[config.mk]
export PLATFORM = sky130hd
export DESIGN_NAME = i2c_mrx_wait
export DESIGN_NICKNAME = d
export VERILOG_FILES = /design/src/rtl/i2c_mrx_pkg.sv /design/src/rtl/i2c_mrx_tick.sv /design/src/rtl/i2c_mrx_shreg.sv /design/src/rtl/i2c_mrx_ctrl.sv /design/src/rtl/i2c_mrx_wait.sv
export SDC_FILE = /design/constraint.sdc
export NUM_CORES = 1
export LEC_CHECK = 0
export BUFFER_PORTS_ARGS = -buffer_cell sky130_fd_sc_hd__buf_2
export CORE_MARGIN = 4
export CORE_UTILIZATION = 30
export CTS_BUF_LIST = sky130_fd_sc_hd__clkbuf_8
export CTS_CLUSTER_SIZE = 16
export DETAILED_ROUTE_END_ITERATION = 7
export PLACE_DENSITY_LB_ADDON = 0.08
export RECOVER_POWER = 50
export SLEW_MARGIN = 30
export SYNTH_ARGS = -nofsm -noshare
export SYNTH_HDL_FRONTEND = slang
export SYNTH_SLANG_ARGS = --single-unit
[constraint.sdc]
create_clock -name clk -period 4 [get_ports clk]
set_input_delay 0.8 -clock clk [delete_from_list [all_inputs] [get_ports clk]]
set_output_delay 0.8 -clock clk [all_outputs]
set_load 0.02 [all_outputs]
[src/rtl/i2c_mrx_pkg.sv]
`timescale 1ns/1ps
package i2c_mrx_pkg;
    typedef enum logic [3:0] {
        ST_IDLE,
        ST_START,
        ST_BIT_LO,
        ST_BIT_HI,
        ST_WAIT8,
        ST_ACK_LO,
        ST_ACK_HI,
        ST_PARK,
        ST_STOP_LO,
        ST_STOP_HI
    } mrx_state_e;
endpackage

[src/rtl/i2c_mrx_tick.sv]
`timescale 1ns/1ps
// Phase timer: pulses tick at the last cycle of each SCL half period.
module i2c_mrx_tick #(
    parameter int DIV_W = 8
) (
    input  logic             clk,
    input  logic             rst_n,
    input  logic             run,
    input  logic [DIV_W-1:0] half_per,
    output logic             tick
);
    typedef struct packed {
        logic [DIV_W-1:0] cnt;
    } tick_s;

    tick_s t_d, t_q;

    always_comb begin
        tick  = run && (t_q.cnt == half_per);
        t_d   = t_q;
        if (!run || tick) t_d.cnt = '0;
        else              t_d.cnt = t_q.cnt + 1'b1;
    end

    always_ff @(posedge clk or negedge rst_n) begin
        if (!rst_n) t_q <= '0;
        else        t_q <= t_d;
    end
endmodule

[src/rtl/i2c_mrx_shreg.sv]
`timescale 1ns/1ps
// Receive shifter: collects bits MSB first and publishes the full byte.
module i2c_mrx_shreg #(
    parameter int DATA_W = 8
) (
    input  logic              clk,
    input  logic              rst_n,
    input  logic              sample,
    input  logic              last,
    input  logic              sda_i,
    output logic [DATA_W-1:0] rx_data
);
    typedef struct packed {
        logic [DATA_W-2:0] sh;
        logic [DATA_W-1:0] rx;
    } sh_s;

    sh_s s_d, s_q;

    always_comb begin
        s_d = s_q;
        if (sample) begin
            s_d.sh = {s_q.sh[DATA_W-3:0], sda_i};
            if (last) s_d.rx = {s_q.sh, sda_i};
        end
        rx_data = s_q.rx;
    end

    always_ff @(posedge clk or negedge rst_n) begin
        if (!rst_n) s_q <= '0;
        else        s_q <= s_d;
    end
endmodule

[src/rtl/i2c_mrx_ctrl.sv]
`timescale 1ns/1ps
// Bus sequencer: start, eight data clocks, optional wait, ack clock, park, stop.
module i2c_mrx_ctrl
    import i2c_mrx_pkg::*;
#(
    parameter int DATA_W = 8
) (
    input  logic clk,
    input  logic rst_n,
    input  logic tick,
    input  logic start_cmd,
    input  logic stop_cmd,
    input  logic wait_en,
    input  logic ack_ctl,
    input  logic flag_clr,
    output logic run,
    output logic sample,
    output logic last,
    output logic scl_low,
    output logic sda_low,
    output logic flag,
    output logic busy
);
    localparam int BIT_W = $clog2(DATA_W);
    localparam logic [BIT_W-1:0] TOP_BIT = BIT_W'(DATA_W - 1);

    typedef struct packed {
        mrx_state_e       st;
        logic [BIT_W-1:0] bitn;
        logic             flag;
        logic             nack;
    } ctrl_s;

    ctrl_s c_d, c_q;
    logic  set_flag;

    always_comb begin
        c_d      = c_q;
        set_flag = 1'b0;
        case (c_q.st)
            ST_IDLE: if (start_cmd) c_d.st = ST_START;
            ST_START: if (tick) begin
                c_d.st   = ST_BIT_LO;
                c_d.bitn = TOP_BIT;
            end
            ST_BIT_LO: if (tick) c_d.st = ST_BIT_HI;
            ST_BIT_HI: if (tick) begin
                if (c_q.bitn != '0) begin
                    c_d.bitn = c_q.bitn - 1'b1;
                    c_d.st   = ST_BIT_LO;
                end else if (wait_en) begin
                    c_d.st   = ST_WAIT8;
                    set_flag = 1'b1;
                end else begin
                    c_d.st   = ST_ACK_LO;
                    c_d.nack = ack_ctl;
                end
            end
            ST_WAIT8: if (!c_q.flag) begin
                c_d.st   = ST_ACK_LO;
                c_d.nack = ack_ctl;
            end
            ST_ACK_LO: if (tick) begin
                c_d.st   = ST_ACK_HI;
                set_flag = !wait_en || c_q.nack;
            end
            ST_ACK_HI: if (tick) begin
                if (c_q.nack) c_d.st = ST_PARK;
                else begin
                    c_d.st   = ST_BIT_LO;
                    c_d.bitn = TOP_BIT;
                end
            end
            ST_PARK: begin
                if (stop_cmd) c_d.st = ST_STOP_LO;
                else if (flag_clr && wait_en) begin
                    c_d.st   = ST_BIT_LO;
                    c_d.bitn = TOP_BIT;
                end
            end
            ST_STOP_LO: if (tick) c_d.st = ST_STOP_HI;
            ST_STOP_HI: if (tick) c_d.st = ST_IDLE;
            default:    c_d.st = ST_IDLE;
        endcase

        if (set_flag)      c_d.flag = 1'b1;
        else if (flag_clr) c_d.flag = 1'b0;

        run = (c_q.st == ST_START)   || (c_q.st == ST_BIT_LO) || (c_q.st == ST_BIT_HI) ||
              (c_q.st == ST_ACK_LO)  || (c_q.st == ST_ACK_HI) ||
              (c_q.st == ST_STOP_LO) || (c_q.st == ST_STOP_HI);
        sample  = (c_q.st == ST_BIT_LO) && tick;
        last    = (c_q.bitn == '0);
        scl_low = (c_q.st == ST_BIT_LO) || (c_q.st == ST_WAIT8) || (c_q.st == ST_ACK_LO) ||
                  (c_q.st == ST_PARK)   || (c_q.st == ST_STOP_LO);
        sda_low = (c_q.st == ST_START)  || (c_q.st == ST_STOP_LO) || (c_q.st == ST_STOP_HI) ||
                  (((c_q.st == ST_ACK_LO) || (c_q.st == ST_ACK_HI)) && !c_q.nack);
        flag    = c_q.flag;
        busy    = (c_q.st != ST_IDLE);
    end

    always_ff @(posedge clk or negedge rst_n) begin
        if (!rst_n) c_q <= '{st: ST_IDLE, bitn: '0, flag: 1'b0, nack: 1'b0};
        else        c_q <= c_d;
    end

    // a cleared flag in the wait state lets the ninth clock begin
    a_r3_wait_release: assert property (@(posedge clk) disable iff (!rst_n)
        (c_q.st == ST_WAIT8 && !c_q.flag) |=> (c_q.st == ST_ACK_LO));

    // the end of a not-acknowledged ninth clock parks the engine
    a_r5_nack_parks: assert property (@(posedge clk) disable iff (!rst_n)
        (c_q.st == ST_ACK_HI && c_q.nack && tick) |=> (c_q.st == ST_PARK));

    // a stop sequence only ever begins from the parked state
    a_r9_stop_from_park: assert property (@(posedge clk) disable iff (!rst_n)
        $rose(c_q.st == ST_STOP_LO) |-> ($past(c_q.st) == ST_PARK));
endmodule

[src/rtl/i2c_mrx_wait.sv]
`timescale 1ns/1ps
module i2c_mrx_wait #(
    parameter int DATA_W = 8,
    parameter int DIV_W  = 8
) (
    input  logic              clk,
    input  logic              rst_n,
    input  logic [DIV_W-1:0]  half_per,
    input  logic              start_cmd,
    input  logic              stop_cmd,
    input  logic              wait_en,
    input  logic              ack_ctl,
    input  logic              irq_en,
    input  logic              flag_clr,
    input  logic              sda_i,
    output logic              scl_low_o,
    output logic              sda_low_o,
    output logic [DATA_W-1:0] rx_data_o,
    output logic              flag_o,
    output logic              irq_o,
    output logic              busy_o
);
    logic tick, run, sample, last;

    i2c_mrx_tick #(.DIV_W(DIV_W)) tick_i (
        .clk(clk), .rst_n(rst_n), .run(run), .half_per(half_per), .tick(tick)
    );

    i2c_mrx_ctrl #(.DATA_W(DATA_W)) ctrl_i (
        .clk(clk), .rst_n(rst_n), .tick(tick),
        .start_cmd(start_cmd), .stop_cmd(stop_cmd), .wait_en(wait_en),
        .ack_ctl(ack_ctl), .flag_clr(flag_clr),
        .run(run), .sample(sample), .last(last),
        .scl_low(scl_low_o), .sda_low(sda_low_o), .flag(flag_o), .busy(busy_o)
    );

    i2c_mrx_shreg #(.DATA_W(DATA_W)) shreg_i (
        .clk(clk), .rst_n(rst_n), .sample(sample), .last(last),
        .sda_i(sda_i), .rx_data(rx_data_o)
    );

    assign irq_o = flag_o & irq_en;

    // the phase timer only fires while the sequencer is clocking
    a_r2_tick_while_run: assert property (@(posedge clk) disable iff (!rst_n)
        tick |-> run);

    // the receive register moves only on the eighth sample
    a_r1_rx_update_point: assert property (@(posedge clk) disable iff (!rst_n)
        !$stable(rx_data_o) |-> $past(sample && last));

    // without wait, a new flag coincides with SCL released
    a_r6_flag_on_high: assert property (@(posedge clk) disable iff (!rst_n)
        ($rose(flag_o) && !$past(wait_en)) |-> !scl_low_o);
endmodule

# ---- Yosys cells after proc, flatten, opt, wreduce, memory -nomap -nowiden
# Cells that the tools add are included.
dict set report totals {
  in_bits 17
  word_cells 102
  n_memories 0
  mem_bits_ro 0
  latch_bits 0
  mem_bits_rw 0
  register_bits 32
}
dict set report classes {
  n_mul 0
  n_reduce_logical 34
  n_shift 0
  div_mod_pow 0
  n_lt_le_gt_ge 0
  n_eq_ne 26
  bitwise 1
  n_mux 32
  n_addsub 2
}
# operator n
set ops {}
lappend ops {{case mux 4 bit (10 select lines)} 1}
lappend ops {{2-to-1 mux 4 bit} 7}
lappend ops {{2-to-1 mux 7 bit} 4}
lappend ops {{inequality test 2 x 1 -> 1 bit, second input constant} 9}
lappend ops {{== test 4 x 3 -> 1 bit, second input constant} 4}
lappend ops {{logical OR 1 bit} 16}
lappend ops {{2-to-1 mux 3 bit} 5}
lappend ops {{inequality test 2 bit, second input constant} 6}
lappend ops {{case mux 3 bit (4 select lines)} 1}
lappend ops {{2-to-1 mux 1 bit} 11}
lappend ops {{AND reduction 10 bit} 1}
lappend ops {{adder 8 x 1 -> 8 bit, second input constant} 1}
lappend ops {{== test 4 x 2 -> 1 bit, second input constant} 2}
lappend ops {{== test 4 bit, second input constant} 2}
lappend ops {{== test 8 bit} 1}
lappend ops {{2-to-1 mux 8 bit} 1}
lappend ops {{AND reduction 8 bit} 1}
lappend ops {{nonzero test 4 bit} 2}
lappend ops {{AND reduction 5 bit} 1}
lappend ops {{== test 4 x 1 -> 1 bit, second input constant} 1}
lappend ops {{logical AND 1 bit} 4}
lappend ops {{zero test 4 bit} 1}
lappend ops {{case mux 1 bit (2 select lines)} 2}
lappend ops {{nonzero test 2 bit} 2}
lappend ops {{other kinds (7)} 9}

# ---- Longest topological paths before layout
# Gate-level depths: netlist of the first run.
dict set report logic_depth {
  ltp_word 11
  ltp_mapped 7
  mapped_depth_nobuf 7
}

# ---- Hierarchy
# Synthesis of the first run repeated with hierarchy kept, for this count alone.
dict set report unflattened {
  cells_unflattened 185
  hier_area_um2 1975.6
}
# module area_per_inst_um2 seq_area_each_um2 cells_per_inst instances
set by_module_without_submodules {}
lappend by_module_without_submodules {i2c_mrx_ctrl 803.3 225.2 98 1}
lappend by_module_without_submodules {i2c_mrx_shreg 665.6 375.4 40 1}
lappend by_module_without_submodules {i2c_mrx_tick 500.5 200.2 46 1}
lappend by_module_without_submodules {i2c_mrx_wait 6.3 0.0 1 1}

# ---- Worst setup path after synthesis of the first run
# Ideal clock, no wire load.
dict set report synth_timing {
  path_kind {flip-flop to output port}
  startpoint {register ctrl_i.c_q[7] in the netlist's numbering}
  endpoint {output sda_low_o}
  arrival_time_ns 1.602
  required_time_ns 3.200
  slack_ns 1.598
  path_stages_with_launch 6
  path_cell_list {dfrtp_1 buf_6 clkbuf_1 nand2_1 mux2_2 o31ai_1}
}
dict set report synth_via {
  elab_chain_len 4
  elab_cells_between_ends 10
  classes_between {eq/ne: 5; reduce/logical: 5}
}
# item line_no
set synth_lines {}
lappend synth_lines {{from (decl)} i2c_mrx_ctrl.sv:34} ;# ctrl_s c_d, c_q;
lappend synth_lines {{from (signal assigned)} i2c_mrx_ctrl.sv:103} ;# if (!rst_n) c_q <= '{st: ST_IDLE, bitn: '0, flag: 1'b0, nack: 1'b0};
lappend synth_lines {{== test 4 x 1 -> 1 bit (tied with other cells)} i2c_mrx_ctrl.sv:96} ;# sda_low = (c_q.st == ST_START) || (c_q.st == ST_STOP_LO) || (c_q.st == ST_STOP_HI) ||
lappend synth_lines {{logical OR 1 bit, on equally long branches} {i2c_mrx_ctrl.sv:96, i2c_mrx_ctrl.sv:97}}
lappend synth_lines {{logical OR 1 bit / logical AND 1 bit (equally long branches)} {i2c_mrx_ctrl.sv:96, i2c_mrx_ctrl.sv:97}}
lappend synth_lines {{logical OR 1 bit (*)} i2c_mrx_ctrl.sv:96}
lappend synth_lines {{to (decl)} i2c_mrx_wait.sv:17} ;# output logic sda_low_o,
# Every way passes the cells marked *; elsewhere a longest branch is shown, timed or not.

# ---- Worst setup path in the final report of the first run
# Same ends and word-level chain as after synthesis.

==> implementation parameters, run 1 <==
Parameter                              Value

Logic synthesis
  Number of synthesized flops with an enable pin    0
  Simple-gate share of the synthesized area    17.4%
  Post-synthesis register bit count    32
  Mux cell area share after synthesis    between 10% and 20%
  Main combinational cell family by area after synthesis    simple AND/OR/NAND/NOR gates
  Number of instances in the synthesized netlist    172
  Post-synthesis adder-cell area fraction    1.97%
  Mean post-synth cell area    11.1 µm²
  Ys flop type    dfrtp_1
  Cell area after technology mapping    between 1500 and 2000 µm²
  Xor and xnor fraction of the mapped netlist area    7.30%
  Warnings, synthesis    0
  Synthesized-area fraction occupied by ao, oa, aoi and oai cells    9.47%
  Synthesized net count    192
  Distinct cells, synth    50
  Share of synthesized area occupied by flip-flops and latches    42.1%
  Share of synthesized registers carrying an async set or reset    100%

Layout
  Fraction of layout instances using a drive strength above 1    30.6%
  Signed area change from the synthesized netlist to the final layout    12.6%
  Post-route cell area    between 2000 and 2500 µm²
  Ant. Diodes    0
  Number of nets in the final layout    212
  Post-route core utilization    35.5%
  Final Non-Filler Cells    approximately 270

Global route
  Total routing resource utilization after global routing    between 10% and 20%
  Maximum number of pins on one net before global-route repair    33
  Via count of the first global-routing pass    1320
  Wire length of the first global-routing pass    between 6000 and 7000 µm
  Global-route congestion overflow total    0
  Antenna violations before repair    0

Timing
  Final hold viol count    0
  Final worst hold slack    0.494 ns
  Post-route fraction of the period consumed by the critical path    67.7%
  Setup repair after global routing missed its margin    no
  Setup Total Neg Slack    0 ns
  Worst Skew    approximately 0.0066 ns
  Peak clock frequency supported by timing    between 0.3 and 0.4 GHz
  Max transition margin    -18.1%
  Number of max-slew violations in the final report    33
  Final-report setup violation count    0
  Final critical-path required period    ~2.7 ns
  Transition time at the pin with the least slew margin    1.77 ns

CTS
  Count of hold-fix buffers inserted at cts    0
  H-tree Lvls    2
  Master cell of the clock root buffer    clkbuf_8
  Clock tree buffer depth    2
  Clock latency at the later pin of the worst-skew pair    0.28 ns
  TritonCTS clock tree    done
  Clk pin slew, worst setup/hold paths    0.07 ns
  Number of sinks on the clock net    32
  Post-cts repair resize count    0
  Inserted Clock Buffers    5
  Buffers inserted during post-CTS setup optimization    0

Floorplan
  I/O pin count    30
  X dimension of the die    87.6 µm
  Die ar.    7680 µm²
  Core Region    6030 µm²
  Core Rows    28
  Die H    87.6 µm
  Effective utilization at floorplan    31.6%

Route
  First drt pass iteration count    4
  Total via count in the routed design    1311
  Post-DR wirelength/cell    roughly 14 µm
  Detailed Route WL    3730 µm
  DR iter-0 viols    21
  Number of nets with antenna violations after routing    0
  DRC viols    0
  Post-detailed-route via-to-cell ratio    4.89

Worst setup path
  Launching point of the worst reg2reg path    ctrl_i.c_q[5]$_DFFE_PN0P_
  Number of cells on the worst reg-to-reg path    4
  Worst EP arrival    1.91 ns
  Crit Path Category    reg -> out
  Setup slack, reg-to-reg    between 1.5 and 2 ns
  Worst path slowest cell    dfrtp_1
  Data required, critical path    approximately 3.2 ns
  Worst r2r dst    ctrl_i.c_q[0]$_DFFE_PN0P_
  Largest incremental delay on the critical path    roughly 0.75 ns
  Chain of cells forming the critical path    nand2_1, mux2_2, o31ai_1, buf_2
  Largest fanout of any net on the critical path    19
  Kind of end point of the critical path    output pin
  Nature of the critical path startpoint    flop

Outcome
  Run status    finished, violations left
  Failing checks    capacitance limit, slew limit

Placed design
  HPWL reported at the end of detailed placement    2790 µm
  # placed instances    260
  IO Port Bufs    29
  Routability Congestion    0.814
  Post-Place Cell Area    2040 µm²

Run
  Number of max-capacitance violations reported    1

Min path
  Min-Delay Startpoint    ctrl_i.c_q[3]$_DFFE_PN0P_
  Hold path depth    1
  Hold path endpoint    ctrl_i.c_q[3]$_DFFE_PN0P_
  Kind of path behind the tightest hold check    reg -> reg

Pwr
  Power Dens Cells    521 nW/µm²
  Static leakage    about 0.0010 µW
  Maximum ir drop on the vdd rail    around 0.19 mV
==> synthesized netlist by cell type, types with 2 or more instances <==
library cell / instances / share of area (%)
dfrtp_1: 32 / 42
nor2_1: 13 / 2.6
xor2_1: 12 / 5.5
nand3_1: 10 / 2.6
buf_4: 9 / 3.6
nand2_1: 9 / 1.8
mux2_2: 8 / 4.7
mux2_4: 8 / 6.3
o21ai_0: 7 / 1.8
clkbuf_1: 5 / 0.99
inv_1: 5 / 0.99
mux2_1: 5 / 3.0
a31oi_1: 3 / 0.99
ha_1: 3 / 2.0
buf_6: 2 / 1.2
mux2i_1: 2 / 1.1
nor2b_1: 2 / 0.66
nor4_4: 2 / 2.2
o22ai_1: 2 / 0.66
o31ai_1: 2 / 0.79
xnor2_1: 2 / 0.92
==> metal layers <==
layer | vias up | part of all wire [%] | GRT usage (%)
met5 | - | 0 | 0
met3 | 5 | 4.1 | 3.10
li1 | 641 | - | -
met2 | 29 | 48 | 16.9
met1 | 636 | 47 | 13.7
met4 | 0 | 1.0 | 3.35
==> how the worst max path moves through the flow <==
stage,slack [ns],end,start
CTS,1.31,sda_low_o,ctrl_i.c_q[7]$_DFFE_PN0P_
detailed placement,1.41,ctrl_i.c_q[7]$_DFFE_PN0P_,half_per[0]
global placement,1.48,shreg_i.rx_data[0]$_DFFE_PN0P_,half_per[7]
global route,1.18,sda_low_o,ctrl_i.c_q[7]$_DFFE_PN0P_
finish,1.29,sda_low_o,ctrl_i.c_q[7]$_DFFE_PN0P_
floorplan,1.60,sda_low_o,ctrl_i.c_q[7]$_DFFE_PN0P_
==> report_power, final <==
group | internal, µW | switching [µW]
Combinational | 152 | 188
Clock | 184 | 121
Sequential | 375 | 94.9
==> stage by stage <==
stage                     total power [µW]  setup WS (ns)
after CTS                             1140           1.31
after global routing                  1200           1.18
after detailed placement               823           1.41
final                                 1120           1.29
after global placement                 815           1.48
after floorplan                        745           1.60
==> worst max-delay path: cells and delay by family (launching register included) <==
| kind | cells | cell delay (ns) |
|---|---|---|
| flops | 1 | 0.75 |
| compound gates | 1 | 0.24 |
| simple gates | 1 | 0.13 |
| mux | 1 | 0.29 |
| buf+inv | 1 | 0.22 |
==> sequential cells by signal (all words and copies together), names as in the netlist <==
name             flops
shreg_i.rx_data      8
tick_i.t_q           8
ctrl_i.c_q           8
ctrl_i.flag          1
shreg_i.s_q          7
==> kinds of logic (layout without fill, tap and decap cells) <==
family / count (synthesis) / in the layout
AO/OA/AOI/OAI: 26 / 26
adder cells (fa/ha/maj): 3 / 3
multiplexers: 23 / 23
buffers and inverters: 21 / 42
AND/OR/NAND/NOR: 52 / 52
flip-flops: 32 / 32
XOR/XNOR: 15 / 15
==> cell type report <==
| cell class | instances | area [µm²] |
|---|---|---|
| well taps | 75 | 93.8 |
| flip-flops and latches | 32 | 801 |
| repair buffers | 29 | 136 |
| clock inverters | 3 | 42.5 |
| multi-input cells | 119 | 981 |
| inverters | 5 | 18.8 |
| clock buffers | 5 | 68.8 |
| fillers | 620 | 3880 |
==> layout by cell type (no fill, tap or decap), drive strengths merged, types with 2 or more instances in the layout <==
master  instances
nor2           14
a21oi           2
dfrtp          32
nor4            2
clkbuf         12
and3            2
mux2           21
mux2i           2
o22ai           2
nor2b           2
o21ai           8
nand3          10
nand4           2
ha              3
a31oi           3
nand2           9
xnor2           2
inv             5
o31ai           2
and2            3
buf            22
xor2           13
Power figures use the tool's default switching activity.
==> run 2: changes to the inputs <==
Clock period 4 ns to 2.3 ns, I/O delays scaled along.
==> run 2 against run 1 <==
The flow still finishes with violations (capacitance limit, slew limit). Wire length grew 5.2%. Register-to-register slack lost 1.5 ns. Cell count grew 1.9%. Critical endpoint unchanged.
==> implementation parameters, run 2 (synthesis gave the netlist of run 1 again) <==
Parameter                              Value

Outcome
  Run status    finished, violations left
  Failing checks    capacitance limit, slew limit

Pwr
  Power Dens Cells    938 nW/µm² (+80%)
  Net Sw Power    727 µW (+80%)
  Comb power frac    31.3% (+0.8 points)
  Internal power    1330 µW (+86%)
  Share of total power consumed by net switching    35.4% (-0.84 points)
  Fraction of power consumed by sequential logic    39.5% (-2.7 points)
  Maximum ir drop on the vdd rail    0.313 mV (+63%)
  Static leakage    0.00104 µW (+3.3%)
  Clk pwr share    29.2% (+1.8 points)

Floorplan
  Core Rows    28 (unchanged)
  X dimension of the die    87.6 µm (unchanged)
  Die H    87.6 µm (unchanged)
  Effective utilization at floorplan    31.6% (unchanged)
  I/O pin count    30 (unchanged)
  Die ar.    7680 µm² (unchanged)
  Core Region    6030 µm² (unchanged)

Route
  DRC viols    0 (unchanged)
  Total via count in the routed design    1314 (+0.23%)
  Number of nets with antenna violations after routing    0 (unchanged)
  First drt pass iteration count    4 (unchanged)
  DR iter-0 viols    50 (+140%)
  Detailed Route WL    3920 µm (+5.2%)
  Post-detailed-route via-to-cell ratio    4.81 (-1.6%)
  Post-DR wirelength/cell    14.4 µm (+3.3%)

CTS
  Master cell of the clock root buffer    clkbuf_8
  Number of sinks on the clock net    32 (unchanged)
  Clock latency at the later pin of the worst-skew pair    0.28 ns (about the same)
  TritonCTS clock tree    done
  Post-cts repair resize count    0 (unchanged)
  Inserted Clock Buffers    5 (unchanged)
  Clk pin slew, worst setup/hold paths    0.07 ns (about the same)
  Count of hold-fix buffers inserted at cts    0 (unchanged)
  Buffers inserted during post-CTS setup optimization    0 (unchanged)
  H-tree Lvls    2 (unchanged)
  Clock tree buffer depth    2 (unchanged)

Global route
  Global-route congestion overflow total    0 (unchanged)
  Total routing resource utilization after global routing    11.3% (+0.74 points)
  Wire length of the first global-routing pass    6670 µm (+6.5%)
  Antenna violations before repair    0 (unchanged)
  Maximum number of pins on one net before global-route repair    33 (unchanged)
  Via count of the first global-routing pass    1391 (+5.4%)

Worst setup path
  Setup crit start    ctrl_i.c_q[6]$_DFFE_PN0P_
  Nature of the critical path startpoint    flop
  Data required, critical path    1.84 ns (-1.36 ns)
  Kind of end point of the critical path    output pin
  Largest fanout of any net on the critical path    16 (-3)
  Launching point of the worst reg2reg path    ctrl_i.c_q[7]$_DFFE_PN0P_
  Crit Path Category    reg -> out
  Worst EP arrival    1.71 ns (-0.20 ns)

Timing
  Number of max-slew violations in the final report    33 (unchanged)
  Peak clock frequency supported by timing    0.460 GHz
  Transition time at the pin with the least slew margin    1.80 ns (+0.0241 ns)
  Final-report setup violation count    0 (unchanged)
  Final critical-path required period    around 2.2 ns
  Worst Skew    0.00344 ns (-0.00313 ns)
  Final hold viol count    0 (unchanged)
  Post-route fraction of the period consumed by the critical path    94.4%
  Setup Total Neg Slack    0 ns (unchanged)
  Setup repair after global routing missed its margin    no
  Max transition margin    -19.7% (-1.6 points)

Run
  Number of max-capacitance violations reported    1 (unchanged)

Layout
  Most common library cell in the layout ignoring fill and taps    dfrtp_1
  Number of filler cells placed in the layout    619 (-0.16%)
  Ant. Diodes    0 (unchanged)
  Signed area change from the synthesized netlist to the final layout    15.0%
  Area occupied by multi-input gates    975 µm² (-0.64%)
  Fraction of layout instances using a drive strength above 1    31.8% (+1.2 points)
  Final Non-Filler Cells    273 (+1.9%)
  FF/Latch Area    801 µm² (unchanged)
  Commonest cells after routing, fill and taps aside    32 x dfrtp_1, 22 x buf_2, 13 x nor2_1, 12 x xor2_1, 10 x nand3_1
  Number of nets in the final layout    217 (+2.4%)

Placed design
  # placed instances    265 (+1.9%)
  HPWL reported at the end of detailed placement    2890 µm (+3.8%)
  Routability Congestion    0.779 (-4.3%)
  IO Port Bufs    29 (unchanged)

Min path
  Kind of path behind the tightest hold check    in -> reg
  Min-Delay Startpoint    ack_ctl
[run 2: cell count changes in the layout (fill, tap and decap cells not counted)]
cell / change
buf_4: +5
clkbuf_8: +2
clkinv_2: -1
clkinvlp_4: -1
nor4bb_1: +1
nor4bb_2: -1
[run 2: through the flow]
stage               util [%]  cell area, µm²  setup slack [ns]  hold WS, ns  total power [µW]
floorplan                  -            1900             0.238        0.164              1300
global placement        34.4            2070             0.226        0.467              1460
detailed placement      34.4            2070             0.154        0.492              1470
CTS                     36.5            2200             0.107        0.282              2080
global route            36.3            2190           0.00946        0.414              2200
finish                  36.3            2190             0.128        0.401              2050
[run 2: per-layer routing]
| metal | routed length (µm) | global-route usage (%) |
|---|---|---|
| met1 | 1750 | 13.8 |
| met2 | 1970 | 18.8 |
| met3 | 182 | 3.76 |
| met5 | 0 | 0 |
| met4 | 23 | 3.63 |
[run 2: worst paths after layout]
kind	to	slack, ns	depth (start not counted)
max	sda_low_o	0.13	4
min	ctrl_i.c_q[0]$_DFFE_PN0P_	0.40	2
max reg2reg	ctrl_i.c_q[3]$_DFFE_PN0P_	0.23	6
min reg2reg	ctrl_i.c_q[3]$_DFFE_PN0P_	0.50	1
max in group asynchronous	tick_i.t_q[2]$_DFF_PN0_	0.61	1
min in group asynchronous	shreg_i.rx_data[6]$_DFFE_PN0P_	0.66	1
[run 2: power by group through the flow]
stage                     clock network (µW)  logic (µW)  registers, µW
after floorplan                            0         552            743
after global placement                     0         639            819
after detailed placement                   0         650            818
after CTS                                622         654            809
after global routing                     645         716            835
final                                    600         642            812
[run 2: final cells by class]
class | count | share of cell area, %
multi-input cells | 119 | 44.5
clock inverters | 1 | 1.37
repair buffers | 34 | 7.95
inverters | 5 | 0.858
flip-flops and latches | 32 | 36.6
clock buffers | 7 | 4.40
well taps | 75 | 4.29
[run 2: worst max-delay path, stage by stage (launching register included)]
cell     delay (ns)
dfrtp_1        0.64
nand2_1        0.14
mux2_2         0.28
o31ai_1        0.18
buf_2          0.20
